### config.mk
export PLATFORM = sky130hd
export DESIGN_NAME = ddr_sample_fmt
export DESIGN_NICKNAME = d
export VERILOG_FILES = /design/src/rtl/fmt_pkg.sv /design/src/rtl/fmt_phase.sv /design/src/rtl/fmt_capture.sv /design/src/rtl/fmt_edge.sv /design/src/rtl/fmt_lanes.sv /design/src/rtl/ddr_sample_fmt.sv
export SDC_FILE = /design/constraint.sdc
export NUM_CORES = 1
export LEC_CHECK = 0
export BUFFER_PORTS_ARGS = -buffer_cell sky130_fd_sc_hd__buf_2
export CAP_MARGIN = 20
export CORE_ASPECT_RATIO = 0.5
export CORE_UTILIZATION = 60
export CTS_CLUSTER_SIZE = 14
export DETAILED_ROUTE_END_ITERATION = 16
export PLACE_DENSITY = 0.83
export SYNTH_ARGS = -nofsm -noshare
export SYNTH_HDL_FRONTEND = slang
export SYNTH_SLANG_ARGS = --single-unit
### constraint.sdc
create_clock -name clk -period 22.1 [get_ports clk]
set_clock_uncertainty 0.15 [all_clocks]
set_input_delay 1.105 -clock clk [delete_from_list [all_inputs] [get_ports clk]]
set_output_delay 1.105 -clock clk [all_outputs]
set_load 0.005 [all_outputs]
### src/rtl/fmt_pkg.sv
`timescale 1ns/1ps
package fmt_pkg;

  // Configuration latched at each sample boundary.
  typedef struct packed {
    logic       par;   // 1: parallel bus, 0: bit-pair lanes
    logic       off;   // outputs disabled
    logic [2:0] rsh;   // clamped rise shift, two's complement
    logic [2:0] fsh;   // clamped fall shift, two's complement
  } fmt_cfg_t;

  // Resolve an edge field into a shift of -2..+2 steps.
  function automatic int edge_shift(input logic [2:0] field, input logic en);
    int v;
    v = int'($signed(field));
    if (!en)        return 0;
    else if (v > 2) return 2;
    else if (v < -2) return -2;
    return v;
  endfunction

  // Bring a possibly negative or overflowing step index into one period.
  function automatic int wrap_phase(input int p, input int period);
    return (p + 2 * period) % period;
  endfunction

  // A circular window [rise, fall) over the phase ring.
  function automatic logic in_window(input int ph, input int rise, input int fall);
    if (rise < fall) return (ph >= rise) && (ph < fall);
    return (ph >= rise) || (ph < fall);
  endfunction

endpackage

### src/rtl/fmt_phase.sv
`timescale 1ns/1ps
module fmt_phase #(
  parameter  int HALF = 6,
  localparam int PERIOD = 2 * HALF,
  localparam int PW = $clog2(PERIOD)
) (
  input  logic          clk,
  input  logic          rst_n,
  output logic [PW-1:0] ph,
  output logic          cap
);
  localparam logic [PW-1:0] LAST = PW'(PERIOD - 1);

  logic [PW-1:0] ph_q;

  always_ff @(posedge clk or negedge rst_n) begin
    if (!rst_n)            ph_q <= '0;
    else if (ph_q == LAST) ph_q <= '0;
    else                   ph_q <= ph_q + 1'b1;
  end

  assign ph  = ph_q;
  assign cap = (ph_q == LAST);

  AST_PHASE_WRAP: assert property (@(posedge clk) disable iff (!rst_n)
    (ph_q == LAST) |=> (ph_q == '0));
  AST_PHASE_STEP: assert property (@(posedge clk) disable iff (!rst_n)
    (ph_q != LAST) |=> (ph_q == $past(ph_q) + 1'b1));

endmodule

### src/rtl/fmt_capture.sv
`timescale 1ns/1ps
module fmt_capture
  import fmt_pkg::*;
#(
  parameter int SAMPLE_W = 14
) (
  input  logic                clk,
  input  logic                rst_n,
  input  logic                cap,
  input  logic [SAMPLE_W-1:0] smp_data,
  input  logic                smp_ovr,
  input  logic                strap_par,
  input  logic                cfg_mode_src,
  input  logic                cfg_par,
  input  logic                cfg_rise_en,
  input  logic [2:0]          cfg_rise_pos,
  input  logic                cfg_fall_en,
  input  logic [2:0]          cfg_fall_pos,
  input  logic                cfg_out_off,
  output logic [SAMPLE_W-1:0] held_data,
  output logic                held_ovr,
  output fmt_cfg_t            cur
);
  fmt_cfg_t next_cfg;

  always_comb begin
    next_cfg.par = cfg_mode_src ? cfg_par : strap_par;
    next_cfg.off = cfg_out_off;
    next_cfg.rsh = 3'(edge_shift(cfg_rise_pos, cfg_rise_en));
    next_cfg.fsh = 3'(edge_shift(cfg_fall_pos, cfg_fall_en));
  end

  always_ff @(posedge clk or negedge rst_n) begin
    if (!rst_n) begin
      held_data <= '0;
      held_ovr  <= 1'b0;
      cur       <= '{par: 1'b0, off: 1'b1, rsh: 3'b000, fsh: 3'b000};
    end else if (cap) begin
      held_data <= smp_data;
      held_ovr  <= smp_ovr;
      cur       <= next_cfg;
    end
  end

  AST_HELD_STABLE: assert property (@(posedge clk) disable iff (!rst_n)
    !cap |=> ($stable(held_data) && $stable(held_ovr) && $stable(cur)));

endmodule

### src/rtl/fmt_edge.sv
`timescale 1ns/1ps
module fmt_edge
  import fmt_pkg::*;
#(
  parameter  int HALF = 6,
  localparam int PERIOD = 2 * HALF,
  localparam int PW = $clog2(PERIOD)
) (
  input  logic [PW-1:0] ph,
  input  fmt_cfg_t      cur,
  output logic          clk_hi
);
  int rise_at;
  int fall_at;

  always_comb begin
    if (cur.par) begin
      rise_at = wrap_phase(HALF + int'($signed(cur.rsh)), PERIOD);
      fall_at = wrap_phase(int'($signed(cur.fsh)), PERIOD);
    end else begin
      rise_at = wrap_phase(HALF / 2 + int'($signed(cur.rsh)), PERIOD);
      fall_at = wrap_phase(HALF + HALF / 2 + int'($signed(cur.fsh)), PERIOD);
    end
    clk_hi = in_window(int'(ph), rise_at, fall_at);
  end

endmodule

### src/rtl/fmt_lanes.sv
`timescale 1ns/1ps
module fmt_lanes #(
  parameter  int SAMPLE_W = 14,
  parameter  int HALF = 6,
  localparam int NL = SAMPLE_W / 2,
  localparam int PW = $clog2(2 * HALF)
) (
  input  logic [SAMPLE_W-1:0] held,
  input  logic [PW-1:0]       ph,
  input  logic                en,
  output logic [NL-1:0]       lanes
);
  logic odd_half;
  assign odd_half = (int'(ph) >= HALF);

  for (genvar i = 0; i < NL; i++) begin : g_lane
    assign lanes[i] = en & (odd_half ? held[2*i+1] : held[2*i]);
  end

endmodule

### src/rtl/ddr_sample_fmt.sv
`timescale 1ns/1ps
module ddr_sample_fmt
  import fmt_pkg::*;
#(
  parameter  int SAMPLE_W = 14,
  parameter  int HALF = 6,
  localparam int NL = SAMPLE_W / 2,
  localparam int PW = $clog2(2 * HALF)
) (
  input  logic                clk,
  input  logic                rst_n,
  input  logic [SAMPLE_W-1:0] smp_data,
  input  logic                smp_ovr,
  output logic                cap_strobe,
  input  logic                strap_par,
  input  logic                cfg_mode_src,
  input  logic                cfg_par,
  input  logic                cfg_rise_en,
  input  logic [2:0]          cfg_rise_pos,
  input  logic                cfg_fall_en,
  input  logic [2:0]          cfg_fall_pos,
  input  logic                cfg_out_off,
  output logic [NL-1:0]       lane_q,
  output logic                lane_clk,
  output logic                lane_oe,
  output logic [SAMPLE_W-1:0] par_q,
  output logic                par_ovr,
  output logic                par_clk,
  output logic                par_oe
);
  logic [PW-1:0]       ph;
  logic                cap;
  logic [SAMPLE_W-1:0] held_data;
  logic                held_ovr;
  fmt_cfg_t            cur;
  logic                clk_hi;
  logic                lanes_on;
  logic                bus_on;

  fmt_phase #(.HALF(HALF)) u_phase (
    .clk(clk), .rst_n(rst_n), .ph(ph), .cap(cap)
  );

  fmt_capture #(.SAMPLE_W(SAMPLE_W)) u_cap (
    .clk(clk), .rst_n(rst_n), .cap(cap),
    .smp_data(smp_data), .smp_ovr(smp_ovr),
    .strap_par(strap_par), .cfg_mode_src(cfg_mode_src), .cfg_par(cfg_par),
    .cfg_rise_en(cfg_rise_en), .cfg_rise_pos(cfg_rise_pos),
    .cfg_fall_en(cfg_fall_en), .cfg_fall_pos(cfg_fall_pos),
    .cfg_out_off(cfg_out_off),
    .held_data(held_data), .held_ovr(held_ovr), .cur(cur)
  );

  fmt_edge #(.HALF(HALF)) u_edge (
    .ph(ph), .cur(cur), .clk_hi(clk_hi)
  );

  assign lanes_on = !cur.off && !cur.par;
  assign bus_on   = !cur.off &&  cur.par;

  fmt_lanes #(.SAMPLE_W(SAMPLE_W), .HALF(HALF)) u_lanes (
    .held(held_data), .ph(ph), .en(lanes_on), .lanes(lane_q)
  );

  assign cap_strobe = cap;
  assign lane_clk   = lanes_on & clk_hi;
  assign lane_oe    = lanes_on;
  assign par_q      = bus_on ? held_data : '0;
  assign par_ovr    = bus_on & held_ovr;
  assign par_clk    = bus_on & clk_hi;
  assign par_oe     = bus_on;

  AST_OE_EXCL: assert property (@(posedge clk) disable iff (!rst_n)
    !(lane_oe && par_oe));
  AST_EVEN_AT_RISE: assert property (@(posedge clk) disable iff (!rst_n)
    (lane_oe && $rose(lane_clk)) |-> (int'(ph) < HALF));
  AST_ODD_AT_FALL: assert property (@(posedge clk) disable iff (!rst_n)
    (lane_oe && $past(lane_oe) && $fell(lane_clk)) |-> (int'(ph) >= HALF));
  AST_BUS_HELD: assert property (@(posedge clk) disable iff (!rst_n)
    (par_oe && ph != '0) |-> ($stable(par_q) && $stable(par_ovr)));
  AST_OFF_QUIET: assert property (@(posedge clk) disable iff (!rst_n)
    (!lane_oe && !par_oe) |-> (lane_q == '0 && !lane_clk && par_q == '0 && !par_clk));

endmodule

# == Yosys cells after proc, flatten, opt, wreduce, memory -nomap -nowiden ==
# Cells that the tools add are included.
# word_totals
output_inout_bits,27
ff_bits,27
input_bits,29
elab_cells,73
# classes
n_reduce_logical,6
n_bitwise,10
n_mux,29
n_eq_ne,1
div,4
add_sub_neg,8
order_cmp,8
# op_table
op,count
"32-bit by 5-bit modulo with 32-bit output, second input constant",4
"32-bit by 6-bit adder with 32-bit output, second input constant",3
32-bit 2-to-1 mux,2
5-bit by 32-bit >= comparator with 1-bit output,1
32-bit less-than comparator,1
5-bit by 32-bit less-than comparator with 1-bit output,1
3-bit 2-to-1 mux,8
1-bit 2-to-1 mux,17
14-bit 2-to-1 mux,1
1-bit AND,10
"3-bit by 6-bit adder with 7-bit output, second input constant",1
"5-bit by 3-bit adder with 6-bit output, first input constant",1
"3-bit greater-than comparator, second input constant",2
"3-bit by 2-bit less-than comparator with 1-bit output, second input constant",2
"4-bit by 3-bit adder with 5-bit output, first input constant",1
"3-bit by 3-bit adder with 4-bit output, first input constant",1
"4-bit by 1-bit adder with 4-bit output, second input constant",1
"4-bit equality test, second input constant",1
"4-bit by 3-bit >= comparator with 1-bit output, second input constant",1
4-bit 2-to-1 mux,1
1-bit logical AND,3
1-bit zero test,2
1-bit logical OR,1

# == Longest topological paths before layout ==
# depth
depth_word,9
mapped_depth,36
depth_no_buf,33

# == By module ==
# Synthesis repeated with hierarchy kept, for this count alone.
# unflattened
hier_cells,457
area_unflattened_um2,3975.1
# modules_own_cells
mod,n_inst,seq_area_each_um2,area_each_um2,cells_per_inst
fmt_edge,1,0.0,2492.4,334
fmt_capture,1,576.8,973.4,65
ddr_sample_fmt,1,0.0,188.9,21
fmt_phase,1,100.1,173.9,14
fmt_lanes,1,0.0,146.4,23

# == Least setup slack after synthesis ==
# Ideal clock, no wire load.
# synth_path
path_type,reg-to-output
start,"register, netlist name u_cap.cur[4]"
end,output lane_clk
stages_incl_launch_ff,36
path_buffers,3
t_arrival_ns,6.852
t_required_ns,20.845
slack_ns,13.993
path_cell_list,dfrtp_1 inv_1 ha_1 a21oi_4 xnor2_1 o21ai_1 inv_1 clkbuf_1 ha_1 and3b_1 mux2_4 or4_1 nand3_2 a2bb2oi_4 xnor2_1 nor2_1 ha_1 clkbuf_1 or2_2 or2_2 a31o_2 a41oi_2 a21oi_4 buf_6 inv_2 ha_1 a21o_1 a21o_1 a211oi_1 o21ai_0 a31oi_1 xnor2_1 o41ai_1 a22o_1 a31oi_1 a21oi_1
# synth_via
elab_chain_len,9
elab_cells_between_ends,15
classes_between,add/sub (4); div (2); order compare (2); mux (4); bitwise (1); reduce/logical (2)
# synth_rtl
item,line_no,rtl
4-bit by 3-bit adder with 5-bit output or 3-bit by 3-bit adder with 4-bit output (tied branches),"fmt_edge.sv:18, fmt_edge.sv:21",
32-bit by 6-bit adder with 32-bit output,fmt_pkg.sv:24,return (p + 2 * period) % period;
32-bit by 5-bit modulo with 32-bit output,fmt_pkg.sv:24,
32-bit 2-to-1 mux (*),fmt_edge.sv:17,if (cur.par) begin
5-bit by 32-bit >= comparator with 1-bit output,"fmt_pkg.sv:29, fmt_pkg.sv:30",
1-bit logical AND,fmt_pkg.sv:29,if (rise < fall) return (ph >= rise) && (ph < fall);
1-bit 2-to-1 mux,fmt_pkg.sv:29,
1-bit 2-to-1 mux (*),fmt_pkg.sv:30,return (ph >= rise) || (ph < fall);
1-bit AND (*),ddr_sample_fmt.sv:66,assign lane_clk = lanes_on & clk_hi;
to (decl),ddr_sample_fmt.sv:24,"output logic lane_clk,"
# Every way passes the cells marked *; elsewhere a longest branch is shown, timed or not. The select of a mux whose other input is x is not followed.

# == Final worst setup path ==
# layout_path
start,"register, netlist name u_cap.cur[4]"
end,output par_clk
# layout_via
elab_chain_len,9
elab_cells_between_ends,15
classes_between,add/sub (4); div (2); order compare (2); mux (4); bitwise (1); reduce/logical (2)
# layout_rtl
item,line_no,rtl
4-bit by 3-bit adder with 5-bit output or 3-bit by 3-bit adder with 4-bit output (tied branches),"fmt_edge.sv:18, fmt_edge.sv:21",
32-bit by 6-bit adder with 32-bit output,fmt_pkg.sv:24,
32-bit by 5-bit modulo with 32-bit output,fmt_pkg.sv:24,
32-bit 2-to-1 mux (*),fmt_edge.sv:17,
5-bit by 32-bit >= comparator with 1-bit output,"fmt_pkg.sv:29, fmt_pkg.sv:30",
1-bit logical AND,fmt_pkg.sv:29,
1-bit 2-to-1 mux,fmt_pkg.sv:29,
1-bit 2-to-1 mux (*),fmt_pkg.sv:30,
1-bit AND (*),ddr_sample_fmt.sv:70,assign par_clk = bus_on & clk_hi;
to (decl),ddr_sample_fmt.sv:28,"output logic par_clk,"
# Marked as above.

==> out/qor.yml <==
run_status:
  status: "completed"
sta:
  setup_ws_ns: 12.85
  hold_violations: 0
  period_share_pct: 41.9
  max_freq_mhz: 108
  tightest_slew_ns: 0.999
  setup_viol: 0
  period_needed_ns: 9.25
  rsz0062_at_grt: "false"
  slew_headroom_pct: 33.2
  report.final.slew_viol_count: 0
  tns_ns: 0
worst_setup_path:
  crit_family: "compound AO/OA/AOI/OAI gates"
  end_kind: "output pin"
  crit_path_max_incr_delay_ns: 0.66
  crit_slowest_cell: "ha_1"
  startpoint_type: "register"
  crit_top_cell: "ha_1"
  cp.required_ns: 20.85
  crit_path_max_fanout: 16
  worstPathArrival_ns: 8.00
  path_class: "register to output pin"
  crit_buf_inv: 3
route:
  firstDrtPassIters: 4
  ant_nets: 0
  drt_wl_total_um: 9360
  routed-via-count: 3980
  drc: 0
  routedWlPerCell_um: 13.7
  drt_iter0_markers: 235
  viasPerCell: 5.84
power_and_ir_drop:
  p_leak_nw: 2.29
  switching_share_pct: 43.9
  power_density_nw_per_um2: 59.8
  p_int_uw: 151
  combPwrFrac_pct: 64.2
  power.switching_uw: 118
  peakVddDrop_uv: 36.7
  p_seq_share_pct: 20.5
  clockPowerShare_pct: 15.3
layout:
  drive_above_1_share_pct: 16.0
  multi_input_area_um2: 3190
  final_nets: 680
  final_cell_mix: "82 x nand2_1, 61 x ha_1, 55 x buf_2, 49 x nor2_1, 35 x a21oi_1"
  mostFrequentLayoutCell: "nand2_1"
  seq_area_um2: 677
  num_antenna_cells: 0
  synthToLayoutAreaGrowth_pct: 8.00
  num-fill-cells: 580
floorplan:
  core_area_um2: 6700
  num_io_pins: 56
  rows: 21
  floorplan.initialDensity_pct: 62.1
  die_x_um: 120
  die_y_um: 60.9
  die_area_um2: 7290
yosys:
  synth.distinct_cells: 76
  ys.flop_type: "dfrtp_1"
  async_reset_ff_share_pct: 100
  post_synth.cell_area_avg_um2: 7.44
  syn_nets: 649
  synth-seq-cells: 27
  syn_inst: 559
  synth_edf_count: 0
  ys_seq_area_share_pct: 16.3
  syn_area_um2: 4160
  yosysWarnings: 0
worst_hold_path:
  worstHoldPathType: "register to register"
clock_tree:
  cts.sink_count: 27
  cts_buffer_depth: 2
  clk_pin_slew_ns: 0.07
  cts_tree: "yes"
  ctsResizeCount: 0
  cts_max_level: 1
  cts_root_buf: "clkbuf_16"
  numCtsBuffers: 3
  clk_latency_ns: 0.26
  post_cts_buffers: 0
  hold_buffers: 0
placement:
  dpl_worst_slack_ns: 13.21
  dpl.hpwl_um: 7350
  portBuffers: 55
  globalplace.congestion: 0.950
grt:
  overflow: 0
  grt_usage_pct: 26.0
  grt_first_pass_wirelength_um: 15400
  grt_pass1_vias: 3449
  antenna_found_initial: 0
  grt_max_degree: 28
job:
  cap_violations: 0
## worst register-to-register path, stage by stage, from the launching register on
cell and delay, ns:
dfrtp_1 0.47, ha_1 0.22, nand2b_1 0.09, or2_2 0.48, inv_1 0.61, o211ai_1 0.22
o21ai_0 0.12
## power groups by stage
stage / Clock (mW) / Sequential, mW / Combinational (mW)
global route: 0.0431 / 0.0556 / 0.194
finish: 0.0412 / 0.0550 / 0.173
detailed placement: 0 / 0.0559 / 0.170
CTS: 0.0416 / 0.0550 / 0.172
global placement: 0 / 0.0558 / 0.166
floorplan: 0 / 0.0541 / 0.139
## metrics by stage
stage               hold slack [ns]  util (%)  instance area, um^2  power [mW]  std cells
finish                        0.324      67.1                 4490       0.269        681
global route                  0.359      67.1                 4490       0.292        681
CTS                           0.332      67.1                 4490       0.268        681
detailed placement            0.321      65.9                 4420       0.226        677
global placement              0.301      65.9                 4420       0.222        677
floorplan                     0.287         -                 4160       0.193        559
## synthesized netlist by cell type, drive strengths merged (6+ instances only)
library cell  number  area (um^2)
nand2             82          308
ha                61          763
nor2              50          190
inv               42          158
a21oi             37          208
o21ai             28          140
dfrtp             26          651
clkbuf            20         75.1
and2              18          113
nand3             17         90.1
nand2b            16          100
mux2i             15          150
xnor2             15          139
a21o              12         90.1
buf                9         61.3
nand4              9         56.3
nor3               9         56.3
nor3b              7         57.6
a31oi              6         37.5
or2                6         37.5
## layer usage
metal	vias to the layer above	track usage, %	share of wire [%]
met5	-	0	0
met4	0	5.00	0.42
met3	4	3.38	5.3
met2	102	46.9	46
met1	1863	34.4	49
li1	2011	-	-
## path summary, 6_finish.rpt
path	startpoint	endpoint	slack (ns)	cells past startpoint
worst max-delay path	u_cap.cur[4]	par_clk	12.85	30
worst min-delay path	u_cap.cur[6]	u_cap.cur[6]	0.32	2
worst max register to register	u_phase.ph[1]	u_cap.cur[4]	19.66	6
worst min register to register	u_cap.cur[6]	u_cap.cur[6]	0.32	2
max in group asynchronous	rst_n	u_phase.ph[3]	20.72	1
min in group asynchronous	rst_n	u_cap.held_data[8]	0.69	1
## area by class of cell
cell class | instances | share of cell area [%]
clock buffer | 4 | 1.75
inverter | 43 | 3.59
multi-input combinational | 460 | 70.9
sequential | 27 | 15.1
tap | 92 | 2.56
timing repair buffer | 55 | 6.12
## state kept, by name (all words and copies together), names as in the netlist
name             flops
u_cap.cur            8
u_cap.held_data     14
u_cap.held_ovr       1
u_phase.ph           4
## cells by family (layout without fill, tap and decap cells)
logic type / count (synthesis) / count (layout) / share of synthesized area [%]
buffers and inverters: 72 / 102 / 7.16
XOR/XNOR: 20 / 20 / 4.39
AND/OR/NAND/NOR: 231 / 231 / 27.2
other: 1 / 1 / 0.0901
adder cells (fa/ha/maj): 61 / 61 / 18.3
flip-flops: 27 / 27 / 16.3
AO/OA/AOI/OAI: 130 / 130 / 22.3
multiplexers: 17 / 17 / 4.24
No activity file was read; power rests on OpenSTA's default activity.
